### src/rtl/oa_pkg.sv
package oa_pkg;
  typedef enum logic [3:0] {
    M_IMM, M_ZP, M_ZPX, M_ZPY, M_ABS, M_ABX, M_ABY, M_IZX, M_IZY, M_ACC, M_BAD
  } mode_e;

  typedef enum logic [1:0] {
    SEL_MEM = 2'd0, SEL_ACC = 2'd1, SEL_IMM = 2'd2, SEL_NONE = 2'd3
  } sel_e;

  typedef enum logic [3:0] {
    S_IDLE, S_RD_OP, S_WT_OP, S_WT_HI, S_RD_PTR, S_WT_PLO, S_WT_PHI, S_FIN, S_DONE
  } st_e;
endpackage

### src/rtl/oa_mode_decode.sv
module oa_mode_decode
  import oa_pkg::*;
(
  input  logic [1:0] grp,
  input  logic [2:0] code,
  input  logic       yswap,
  output mode_e      mode
);
  always_comb begin
    mode = M_BAD;
    unique case (grp)
      2'b01: begin
        unique case (code)
          3'd0: mode = M_IZX;
          3'd1: mode = M_ZP;
          3'd2: mode = M_IMM;
          3'd3: mode = M_ABS;
          3'd4: mode = M_IZY;
          3'd5: mode = M_ZPX;
          3'd6: mode = M_ABY;
          default: mode = M_ABX;
        endcase
      end
      2'b00: begin
        case (code)
          3'd0: mode = M_IMM;
          3'd1: mode = M_ZP;
          3'd3: mode = M_ABS;
          3'd5: mode = M_ZPX;
          3'd7: mode = M_ABX;
          default: mode = M_BAD;
        endcase
      end
      2'b10: begin
        case (code)
          3'd0: mode = M_IMM;
          3'd1: mode = M_ZP;
          3'd2: mode = M_ACC;
          3'd3: mode = M_ABS;
          3'd5: mode = yswap ? M_ZPY : M_ZPX;
          3'd7: mode = yswap ? M_ABY : M_ABX;
          default: mode = M_BAD;
        endcase
      end
      default: mode = M_BAD;
    endcase
  end
endmodule

### src/rtl/oa_index_add.sv
module oa_index_add #(
  parameter int DW = 8
) (
  input  logic [2*DW-1:0] base,
  input  logic [DW-1:0]   idx,
  input  logic            zp_wrap,
  output logic [2*DW-1:0] sum,
  output logic            carry_lo
);
  logic [DW:0]   lo_add;
  logic [DW-1:0] hi_inc;

  always_comb begin
    lo_add   = {1'b0, base[DW-1:0]} + {1'b0, idx};
    hi_inc   = base[2*DW-1:DW] + {{(DW-1){1'b0}}, lo_add[DW]};
    carry_lo = lo_add[DW];
    sum      = zp_wrap ? {{DW{1'b0}}, lo_add[DW-1:0]} : {hi_inc, lo_add[DW-1:0]};
  end
endmodule

### src/rtl/opnd_addr_unit.sv
module opnd_addr_unit
  import oa_pkg::*;
#(
  parameter int DW = 8,
  parameter int AW = 2 * DW
) (
  input  logic          clk,
  input  logic          rst_n,
  input  logic          req_valid,
  output logic          req_ready,
  input  logic [1:0]    req_grp,
  input  logic [2:0]    req_mode,
  input  logic          req_yswap,
  input  logic          req_write,
  input  logic [DW-1:0] req_x,
  input  logic [DW-1:0] req_y,
  input  logic [AW-1:0] req_pc,
  output logic          mem_rd_en,
  output logic [AW-1:0] mem_addr,
  input  logic [DW-1:0] mem_rd_data,
  output logic          res_valid,
  input  logic          res_ready,
  output logic [AW-1:0] res_addr,
  output logic [1:0]    res_sel,
  output logic          res_illegal,
  output logic          res_penalty,
  output logic [AW-1:0] res_pc
);
  localparam logic [DW-1:0] ZPAGE = '0;

  st_e           st;
  mode_e         dec_mode, mode_q;
  logic          wr_q;
  logic [DW-1:0] x_q, y_q, lo_q, hi_q, plo_q, phi_q;
  logic [AW-1:0] pc_q;

  logic [AW-1:0] addr_q, pcn_q;
  sel_e          sel_q;
  logic          ill_q, pen_q;

  oa_mode_decode u_dec (
    .grp  (req_grp),
    .code (req_mode),
    .yswap(req_yswap),
    .mode (dec_mode)
  );

  // pointer location in page zero; X applies only to the pre-indexed form
  logic [DW-1:0] zp_ptr;
  logic          is_abs;
  assign zp_ptr = lo_q + ((mode_q == M_IZX) ? x_q : ZPAGE);
  assign is_abs = (mode_q == M_ABS) || (mode_q == M_ABX) || (mode_q == M_ABY);

  // final address formation
  logic [AW-1:0] base_sel, ea_sum, pc_adv;
  logic [DW-1:0] idx_sel;
  logic          zp_wrap, carry_lo;
  sel_e          sel_n;

  always_comb begin
    idx_sel  = '0;
    base_sel = '0;
    pc_adv   = '0;
    sel_n    = SEL_MEM;
    unique case (mode_q)
      M_ZPX, M_ABX:        idx_sel = x_q;
      M_ZPY, M_ABY, M_IZY: idx_sel = y_q;
      default:             idx_sel = '0;
    endcase
    unique case (mode_q)
      M_ZP, M_ZPX, M_ZPY:   base_sel = {ZPAGE, lo_q};
      M_ABS, M_ABX, M_ABY:  base_sel = {hi_q, lo_q};
      M_IZX, M_IZY:         base_sel = {phi_q, plo_q};
      M_IMM:                base_sel = pc_q;
      default:              base_sel = '0;
    endcase
    unique case (mode_q)
      M_ABS, M_ABX, M_ABY:                      pc_adv = AW'(2);
      M_IMM, M_ZP, M_ZPX, M_ZPY, M_IZX, M_IZY:  pc_adv = AW'(1);
      default:                                  pc_adv = '0;
    endcase
    unique case (mode_q)
      M_IMM:   sel_n = SEL_IMM;
      M_ACC:   sel_n = SEL_ACC;
      M_BAD:   sel_n = SEL_NONE;
      default: sel_n = SEL_MEM;
    endcase
  end

  assign zp_wrap = (mode_q == M_ZPX) || (mode_q == M_ZPY);

  oa_index_add #(.DW(DW)) u_add (
    .base    (base_sel),
    .idx     (idx_sel),
    .zp_wrap (zp_wrap),
    .sum     (ea_sum),
    .carry_lo(carry_lo)
  );

  // memory read port
  always_comb begin
    mem_rd_en = 1'b0;
    mem_addr  = '0;
    case (st)
      S_RD_OP: begin
        mem_rd_en = 1'b1;
        mem_addr  = pc_q;
      end
      S_WT_OP: if (is_abs) begin
        mem_rd_en = 1'b1;
        mem_addr  = pc_q + AW'(1);
      end
      S_RD_PTR: begin
        mem_rd_en = 1'b1;
        mem_addr  = {ZPAGE, zp_ptr};
      end
      S_WT_PLO: begin
        mem_rd_en = 1'b1;
        mem_addr  = {ZPAGE, zp_ptr + DW'(1)};
      end
      default: ;
    endcase
  end

  // sequencer
  always_ff @(posedge clk or negedge rst_n) begin
    if (!rst_n) begin
      st     <= S_IDLE;
      mode_q <= M_BAD;
      wr_q   <= 1'b0;
      x_q    <= '0;
      y_q    <= '0;
      pc_q   <= '0;
      lo_q   <= '0;
      hi_q   <= '0;
      plo_q  <= '0;
      phi_q  <= '0;
      addr_q <= '0;
      pcn_q  <= '0;
      sel_q  <= SEL_NONE;
      ill_q  <= 1'b0;
      pen_q  <= 1'b0;
    end else begin
      case (st)
        S_IDLE: if (req_valid) begin
          mode_q <= dec_mode;
          wr_q   <= req_write;
          x_q    <= req_x;
          y_q    <= req_y;
          pc_q   <= req_pc;
          st     <= (dec_mode == M_IMM || dec_mode == M_ACC || dec_mode == M_BAD)
                    ? S_FIN : S_RD_OP;
        end
        S_RD_OP: st <= S_WT_OP;
        S_WT_OP: begin
          lo_q <= mem_rd_data;
          if (is_abs)                                   st <= S_WT_HI;
          else if (mode_q == M_IZX || mode_q == M_IZY)  st <= S_RD_PTR;
          else                                          st <= S_FIN;
        end
        S_WT_HI: begin
          hi_q <= mem_rd_data;
          st   <= S_FIN;
        end
        S_RD_PTR: st <= S_WT_PLO;
        S_WT_PLO: begin
          plo_q <= mem_rd_data;
          st    <= S_WT_PHI;
        end
        S_WT_PHI: begin
          phi_q <= mem_rd_data;
          st    <= S_FIN;
        end
        S_FIN: begin
          addr_q <= ea_sum;
          pcn_q  <= pc_q + pc_adv;
          sel_q  <= sel_n;
          ill_q  <= (mode_q == M_BAD);
          pen_q  <= !wr_q && carry_lo &&
                    (mode_q == M_ABX || mode_q == M_ABY || mode_q == M_IZY);
          st     <= S_DONE;
        end
        S_DONE: if (res_ready) st <= S_IDLE;
        default: st <= S_IDLE;
      endcase
    end
  end

  assign req_ready   = (st == S_IDLE);
  assign res_valid   = (st == S_DONE);
  assign res_addr    = addr_q;
  assign res_sel     = sel_q;
  assign res_illegal = ill_q;
  assign res_penalty = pen_q;
  assign res_pc      = pcn_q;

  // a write never owes the page penalty
  a_r8_no_penalty_on_write: assert property (@(posedge clk) disable iff (!rst_n)
    res_valid && wr_q |-> !res_penalty);

  // an illegal code leaves the program counter where it was
  a_r3_illegal_holds_pc: assert property (@(posedge clk) disable iff (!rst_n)
    res_valid && res_illegal |-> (res_pc == pc_q) && (res_sel == SEL_NONE));

  // zero-page forms never leave page zero
  a_r5_zero_page_high: assert property (@(posedge clk) disable iff (!rst_n)
    res_valid && (mode_q == M_ZP || mode_q == M_ZPX || mode_q == M_ZPY)
    |-> res_addr[AW-1:DW] == ZPAGE);

  // the program counter moves by at most two operand bytes
  a_r9_pc_step_bound: assert property (@(posedge clk) disable iff (!rst_n)
    res_valid |-> (res_pc - pc_q) <= AW'(2));

  // a held result stays put until taken
  a_r10_hold_result: assert property (@(posedge clk) disable iff (!rst_n)
    res_valid && !res_ready |=> res_valid && $stable(res_addr) && $stable(res_pc)
    && $stable(res_sel) && $stable(res_penalty));

  // idle means no result pending and no read in flight
  a_r10_ready_when_idle: assert property (@(posedge clk) disable iff (!rst_n)
    req_ready |-> !res_valid && !mem_rd_en);
endmodule

### config.mk
export PLATFORM = sky130hd
export DESIGN_NAME = opnd_addr_unit
export DESIGN_NICKNAME = d
export VERILOG_FILES = /design/src/rtl/oa_pkg.sv /design/src/rtl/oa_mode_decode.sv /design/src/rtl/oa_index_add.sv /design/src/rtl/opnd_addr_unit.sv
export SDC_FILE = /design/constraint.sdc
export NUM_CORES = 1
export LEC_CHECK = 0
export ABC_AREA = 1
export ABC_CLOCK_PERIOD_IN_PS = 5800
export BUFFER_PORTS_ARGS = -buffer_cell sky130_fd_sc_hd__buf_4
export CORE_ASPECT_RATIO = 0.9
export CORE_MARGIN = 10
export CORE_UTILIZATION = 50
export CTS_BUF_LIST = sky130_fd_sc_hd__clkbuf_8
export CTS_CLUSTER_SIZE = 16
export DETAILED_ROUTE_END_ITERATION = 6
export HOLD_SLACK_MARGIN = 0.03
export PLACE_DENSITY_LB_ADDON = 0.3
export SLEW_MARGIN = 10
export SYNTH_ARGS = -nofsm -noshare
export SYNTH_HDL_FRONTEND = slang
export SYNTH_HIERARCHICAL = 1
export SYNTH_SLANG_ARGS = --single-unit
### constraint.sdc
create_clock -name clk -period 5.8 [get_ports clk]
set_input_delay 0.58 -clock clk [delete_from_list [all_inputs] [get_ports clk]]
set_output_delay 0.58 -clock clk [all_outputs]
set_load 0.02 [all_outputs]
==> summary.txt, run 1 <==
Synthesis
  • Largest cells by area after synthesis: dfrtp_1, nand2_1, inv_1
  • Proportion of synthesized area in mux cells: 0%
  • Syn Nets: between 1k and 1.5k
  • Sequential-to-total area share from yosys stat: 40.09%
  • Most area-hungry cell type in the Yosys netlist: dfrtp_1
  • Post-Synth Simple-Gate Area: slightly below 30%
  • Syn_area_per_cell: 7.252 µm²
  • Fraction of the mapped netlist area in compound gates: 13.80%
  • Flops & latches, synth: ~110
  • Synth cell types: 38
  • Mapped cell area: 6817 µm²
  • Largest family of logic cells by synthesized area: simple AND/OR/NAND/NOR gates
  • Post-Synth Adder-Cell Area: 4.736%
  • XOR/XNOR share of the synthesized area: 3.084%
  • Cells after Synth: 940
  • Top cell type's share of synthesized area: 38.55%
  • Yosys warning count: 6

Final layout
  • Filler Cells Inserted: 1,306
  • Sequential Area: 2733 µm²
  • Most common cell after layout, fill and taps aside: nand2_1
  • Multi-input logic area: 3468 µm²
  • Commonest cells after routing, fill and taps aside: nand2_1, inv_1, buf_4
  • Final instance area: 7916 µm²
  • Layout cells sized above 1: 16.23%
  • Final Instance Count excl. Fillers: around 1.2k
  • Area growth, synth to finish: 16.13%
  • Nets: between 1k and 1.5k
  • Ant. Diodes: 0

Setup path
  • Crit path launch type: flip-flop
  • Crit end category: output pin
  • Setup CP Type: flip-flop to output pin
  • Most used cell, CP: nand2_1
  • Crit path max fanout: 7
  • Worst-path cell chain: inv_1 -> nand2_2 -> nor2_4 -> inv_1 -> nor2_1 -> ha_1 -> fa_1 -> ha_1 -> inv_1 -> nor2_1 -> nand2_1 -> nor2_2 -> nand2_1 -> nand2_1 -> nand3_1 -> nand2_1 -> buf_4
  • Worst EP required: 5220 ps
  • Cell family with most CP delay: adder cells
  • CP Buf/Inv Count: 4
  • WP data arrival: 3110 ps
  • CP max stage cell: dfstp_2
  • CP max stage delay: 550 ps

Die
  • Full die area: 18,710 µm²
  • I/O pin cnt: 106
  • Die width: 143.1 µm
  • Core area: 13,360 µm²
  • # rows: 40
  • Initial Util: around half
  • Die Y: between 100 and 150 µm

Hold path
  • Worst min path class: primary input to async pin

Global routing
  • Gr busiest metal: met2
  • Initial antenna violation count: 0
  • Largest net degree at the start of global routing: 61
  • GRT met1 Usage: 26.27%
  • Grt ovf: 0
  • Met2 Track Usage GR: 32.58%
  • Met3 usage: 6.241%
  • First-pass GRT wire length: around 30,000 µm
  • Number of global-route vias before repair: 6,081
  • GRT Overall Usage: 20.56%

Clocking
  • Clk Latency, worst-skew pair: 400 ps
  • Clock Pin Slew Worst Setup and Hold Paths: 110 ps
  • CTS tree: done
  • Post-CTS Hold Buffers: 0
  • Clk sinks: between 100 and 150
  • Post-CTS resize count: 0
  • Root Buffer: clkbuf_8
  • Htree depth: 3
  • CTS Buf Count: 9
  • Setup bufs post-CTS: 0
  • Clock Path Buffers: 2

Run
  • # Max-Cap Violations: 0

Place
  • Final RePlAce weighted congestion: 0.9841
  • DP Wirelength: approximately 15,000 µm
  • Post-DP Area: 7687 µm²
  • Port buffer count: approximately 110
  • Placed cell count: 1,193

Power and ir drop
  • Lkg Pwr: 4.259 nW
  • PD cells: 573.9 nW/µm²
  • VDD IR max: 0.3186 mV

Route
  • Post-DR vias/cell: 5.339
  • First DRT Iteration DRCs: a little over 600
  • Antenna-violating nets left: 0
  • Wire per inst: 15.90 µm
  • Final wirelength: ~19,000 µm
  • Drt drc: 0
  • Initial DRT Pass Iterations: 5
  • Via count: 6,455

Timing
  • Worst slew pin tran: about 760 ps
  • Setup-failing EPs final: 0
  • Fin crit period: 3691 ps
  • Final period util: between 60 and 70%
  • Slew HR: 49.50%
  • Final Hold Fails: 0
  • Fin Hold WS: 248.3 ps
  • TNS Setup: 0 ps
  • Unrepaired setup endpoints after global routing: no
  • Clock skew: between 10 and 15 ps
  • Fmax: 0.2709 GHz
  • Slew Limit Fails: 0

Outcome
  • Status: finished, final reports clean
-- through the flow --
step	util [%]	worst slack [ps]	power, mW
floorplan	-	2677	3.158
global placement	57.53	2413	3.933
detailed placement	57.53	2313	3.996
CTS	59.24	2089	4.539
global route	59.24	1803	4.927
finish	59.24	2109	4.543
-- cells by family (layout without fill, tap and decap cells) --
| logic type | after synthesis | after routing |
|---|---|---|
| simple gates | 468 | 468 |
| flops | 109 | 109 |
| compound gates | 169 | 169 |
| buf+inv | 146 | 247 |
| fa+ha+maj | 24 | 24 |
| xor+xnor | 24 | 24 |
-- cell type report --
class / instances / area share (%)
clock inverters: 6 / 1.154
inverters: 122 / 5.785
well taps: 168 / 2.655
repair buffers: 109 / 10.34
clock buffers: 10 / 1.739
flip-flops and latches: 109 / 34.52
multi-input cells: 685 / 43.81
-- worst register-to-register path, stage by stage, from the launching register on --
cell and delay [ps]:
dfstp_2 550, inv_1 80, nand2_2 120, inv_2 80, nand2_4 110, o21ai_1 210, nand2_1 110, o211ai_1 90
ha_1 250, fa_1 410, nand2_1 90, nand2_1 70, nand3b_1 120, nand2_1 80, nand2_1 60, nand2_1 80
ha_1 220, ha_1 210, nand2_1 110, nor2_1 70, a21oi_1 120, nor3_1 60, nand2_1 90, nand2_1 60
-- final timing paths --
| kind | depth (start not counted) | to | start | slack, ps |
|---|---|---|---|---|
| hold reg to reg | 2 | res_addr[11] | res_addr[11] | 480 |
| setup reg to reg | 23 | res_addr[14] | mode_q[3] | 2270 |
| min in group clk | 3 | pc_q[12] | req_pc[12] | 420 |
| setup / recovery | 17 | mem_addr[6] | mode_q[3] | 2110 |
| max in group asynchronous | 2 | hi_q[0] | rst_n | 4420 |
| hold / removal | 1 | pc_q[10] | rst_n | 250 |
-- where the power goes --
part | leakage (nW) | internal [mW] | switching (mW)
clock network | 0.117 | 0.258 | 0.272
logic | 2.85 | 0.920 | 1.72
registers | 1.29 | 1.11 | 0.261
total | 4.26 | 2.29 | 2.25
-- routing by layer --
layer  vias up  wire length [µm]
li1       3209                 -
met1      2963              8399
met2       247              8616
met3        36              1712
met4         0               494
met5         -                 0
-- sequential cells by signal, indices dropped and copies added (netlist names), 2 cells and up --
| name | cells |
|---|---|
| hi_q | 8 |
| lo_q | 8 |
| mode_q | 4 |
| pc_q | 16 |
| phi_q | 8 |
| plo_q | 8 |
| res_addr | 16 |
| res_pc | 16 |
| res_sel | 2 |
| st | 4 |
| x_q | 8 |
| y_q | 8 |
-- Yosys cell counts, drive strengths merged --
cell and n:
a21boi 1, a21oi 59, a31oi 1, a41oi 1, buf 19, clkbuf 5
dfrtp 105, dfstp 4, fa 3, ha 21, inv 122, nand2 290
nand3 43, nand3b 2, nand4 8, nor2 118, nor3 6, o2111ai 3
o211ai 20, o21a 1, o21ai 68, o22ai 14, o31ai 1, or2 1
xnor2 2, xor2 22
Note: power is estimated with default switching activity, not from simulation.
==> run 2, diff against run 1 <==
- ABC_CLOCK_PERIOD_IN_PS: 5800 -> 3000
- clock period: 5.8 -> 3 ns (I/O delays scaled with it)
==> run 2 against run 1 <==
Against the previous run: the flow now finishes with violations (negative setup slack); utilization up 5.3 points; worst hold slack worse by 120 ps; critical endpoint is now res_addr[14]; via count up 6.3%; highest routed layer unchanged; cell count up 3.8%; largest power group unchanged.
==> summary.txt, run 2 (synthesis gave the netlist of run 1 again) <==
Outcome
  • Status: finished, violations left (was finished, final reports clean)
  • Violated checks: negative setup slack

Final layout
  • Ant. Diodes: 0 (unchanged)
  • Nets: 1,157 (was 1,111)
  • Final Instance Count excl. Fillers: 1,255 (was 1,209)
  • Commonest cells after routing, fill and taps aside: nand2_1, buf_4, inv_1 (was nand2_1, inv_1, buf_4)
  • Most common cell after layout, fill and taps aside: nand2_1 (unchanged)
  • Layout cells sized above 1: 25.11% (was 16.23%)
  • Area growth, synth to finish: 26.56% (was 16.13%)
  • Final instance area: 8627 µm² (was 7916 µm²)

Setup path
  • R2R cell count: 24 (was 23)
  • Reg2Reg Launch Point: mode_q[1] (was mode_q[3])
  • Crit path launch type: flip-flop (unchanged)
  • WP data arrival: 3620 ps (was 3110 ps)
  • Reg-to-Reg End: res_addr[14] (unchanged)
  • Setup CP Type: flip-flop to flip-flop (was flip-flop to output pin)
  • Crit path max fanout: 7 (unchanged)
  • Crit end category: flip-flop (was output pin)
  • Worst EP required: 3300 ps (was 5220 ps)
  • Reg2reg setup slack: -310 ps (was 2270 ps)

Timing
  • TNS Setup: -2931 ps (was 0 ps)
  • Fmax: 0.3018 GHz
  • Slew HR: 56.36% (was 49.50%)
  • Min setup slack post-route: -313.4 ps (was 2109 ps)
  • Fin Hold WS: 131.4 ps (was 248.3 ps)
  • Worst slew pin tran: 651.7 ps (was 757.5 ps)
  • Final Hold Fails: 0 (unchanged)
  • Unrepaired setup endpoints after global routing: yes (was no)
  • Setup-failing EPs final: 13 (was 0)
  • Fin crit period: 3313 ps
  • Clock skew: 18.93 ps (was 13.31 ps)
  • Final period util: 110.4%
  • Slew Limit Fails: 0 (unchanged)

Power and ir drop
  • Lkg Pwr: 4.529 nW (was 4.259 nW)
  • VDD IR max: 0.6038 mV (was 0.3186 mV)
  • PD cells: 1127 nW/µm² (was 573.9 nW/µm²)

Place
  • Port buffer count: 105 (unchanged)
  • Final RePlAce weighted congestion: 1.013 (was 0.9841)
  • Worst slack, placed: -147.2 ps (was 2313 ps)
  • Placed cell count: 1,225 (was 1,193)
  • Post-DP Area: 7965 µm² (was 7687 µm²)
  • DP Wirelength: 15,200 µm (was 14,850 µm)

Route
  • Wire per inst: 16.41 µm (was 15.90 µm)
  • Via count: 6,859 (was 6,455)
  • Post-DR vias/cell: 5.465 (was 5.339)
  • Final wirelength: 20,600 µm (was 19,220 µm)
  • Antenna-violating nets left: 0 (unchanged)
  • Initial DRT Pass Iterations: 6 (was 5)
  • Drt drc: 0 (unchanged)
  • First DRT Iteration DRCs: 583 (was 606)

Clocking
  • Clock Pin Slew Worst Setup and Hold Paths: 120 ps (was 110 ps)
  • Clock Path Buffers: 2 (unchanged)
  • Htree depth: 3 (unchanged)
  • Clk sinks: 109 (unchanged)
  • CTS Buf Count: 9 (unchanged)
  • Root Buffer: clkbuf_8 (unchanged)
  • CTS tree: done (unchanged)
  • Clk Latency, worst-skew pair: 400 ps (about the same)

Die
  • Die Y: 130.8 µm (unchanged)
  • Initial Util: 51.01% (unchanged)
  • Core area: 13,360 µm² (unchanged)
  • Die width: 143.1 µm (unchanged)
  • # rows: 40 (unchanged)
  • Full die area: 18,710 µm² (unchanged)
  • I/O pin cnt: 106 (unchanged)

Run
  • # Max-Cap Violations: 0 (unchanged)

Global routing
  • First-pass GRT wire length: 30,690 µm (was 30,320 µm)
  • Grt ovf: 0 (unchanged)
  • Number of global-route vias before repair: 5,996 (was 6,081)
  • Initial antenna violation count: 0 (unchanged)
  • GRT Overall Usage: 20.73% (was 20.56%)
  • Largest net degree at the start of global routing: 65 (was 61)

Hold path
  • Min-Delay Startpoint: req_write
  • WHS Endpoint: wr_q
  • Worst min path class: primary input to flip-flop (was primary input to async pin)
  • Hold depth: 3
-- run 2: cell types whose count changed in the layout (fill, tap and decap cells not counted), sizes merged --
cell         change
dlygate4sd3      +1
clkinv           +3
bufinv           -2
buf             +45
clkbuf           -1
-- run 2: how the worst max path moves through the flow --
stage                         start  slack, ps  cells past startpoint      endpoint
after global placement    mode_q[3]        -50                     23  res_addr[14]
after global routing      mode_q[1]       -460                     24  res_addr[14]
after detailed placement  mode_q[0]       -150                     23  res_addr[14]
final                     mode_q[1]       -310                     24  res_addr[14]
after floorplan           mode_q[1]       -0.6                     23  res_addr[14]
after CTS                 mode_q[3]       -280                     18   mem_addr[6]
-- run 2: worst max-delay path: stages, from the launching register on --
cell	delay (ps)
dfstp_2	570
buf_6	110
nor2_4	50
nand2_2	120
nor2_4	70
inv_2	60
o21ai_2	50
a21oi_2	160
buf_6	190
o22ai_4	100
fa_2	380
nand2_2	80
nand2_2	60
nand3b_1	120
nand2_1	90
nand2_1	90
nand2_2	80
ha_4	190
ha_4	180
nand2_4	90
nor2_4	40
a21oi_2	140
nor3_2	60
nand2_1	90
nand2_1	50
-- run 2: area by class of cell --
cell class / instances / area, µm²
fillers: 1178 / 4736
multi-input cells: 685 / 3812
flip-flops and latches: 109 / 2734
repair buffers: 155 / 1216
inverters: 122 / 462.9
well taps: 168 / 210.2
clock buffers: 9 / 123.9
clock inverters: 7 / 67.56
-- run 2: power by group --
group	switching [mW]	internal, mW
registers	0.515	2.15
logic	3.75	2.42
clock network	0.567	0.321
total	4.83	4.89
-- run 2: stage by stage --
step                util (%)  power, mW
finish                 64.56      9.726
floorplan                  -      6.125
CTS                    62.28      9.139
global route           64.56      10.46
global placement       59.61      7.950
detailed placement     59.61      8.077
-- run 2: timing repair --
action                                  in CTS  in global routing
setup buffers                                7                  6
endpoints found under the setup margin      13                 15
hold buffers                                 1                  0
gates resized for setup                     28                 59
pin swaps                                   12                 35
endpoints found under the hold margin       43                  0
-- run 2: routing by layer --
layer | routed length [µm] | up-vias | share of wire, % | global-route usage, %
met2 | 9187 | 311 | 45 | 31.70
met1 | 8923 | 3197 | 43 | 27.84
li1 | - | 3295 | - | -
met4 | 616 | 0 | 3.0 | 5.636
met5 | 0 | - | 0 | 0
met3 | 1870 | 56 | 9.1 | 6.457
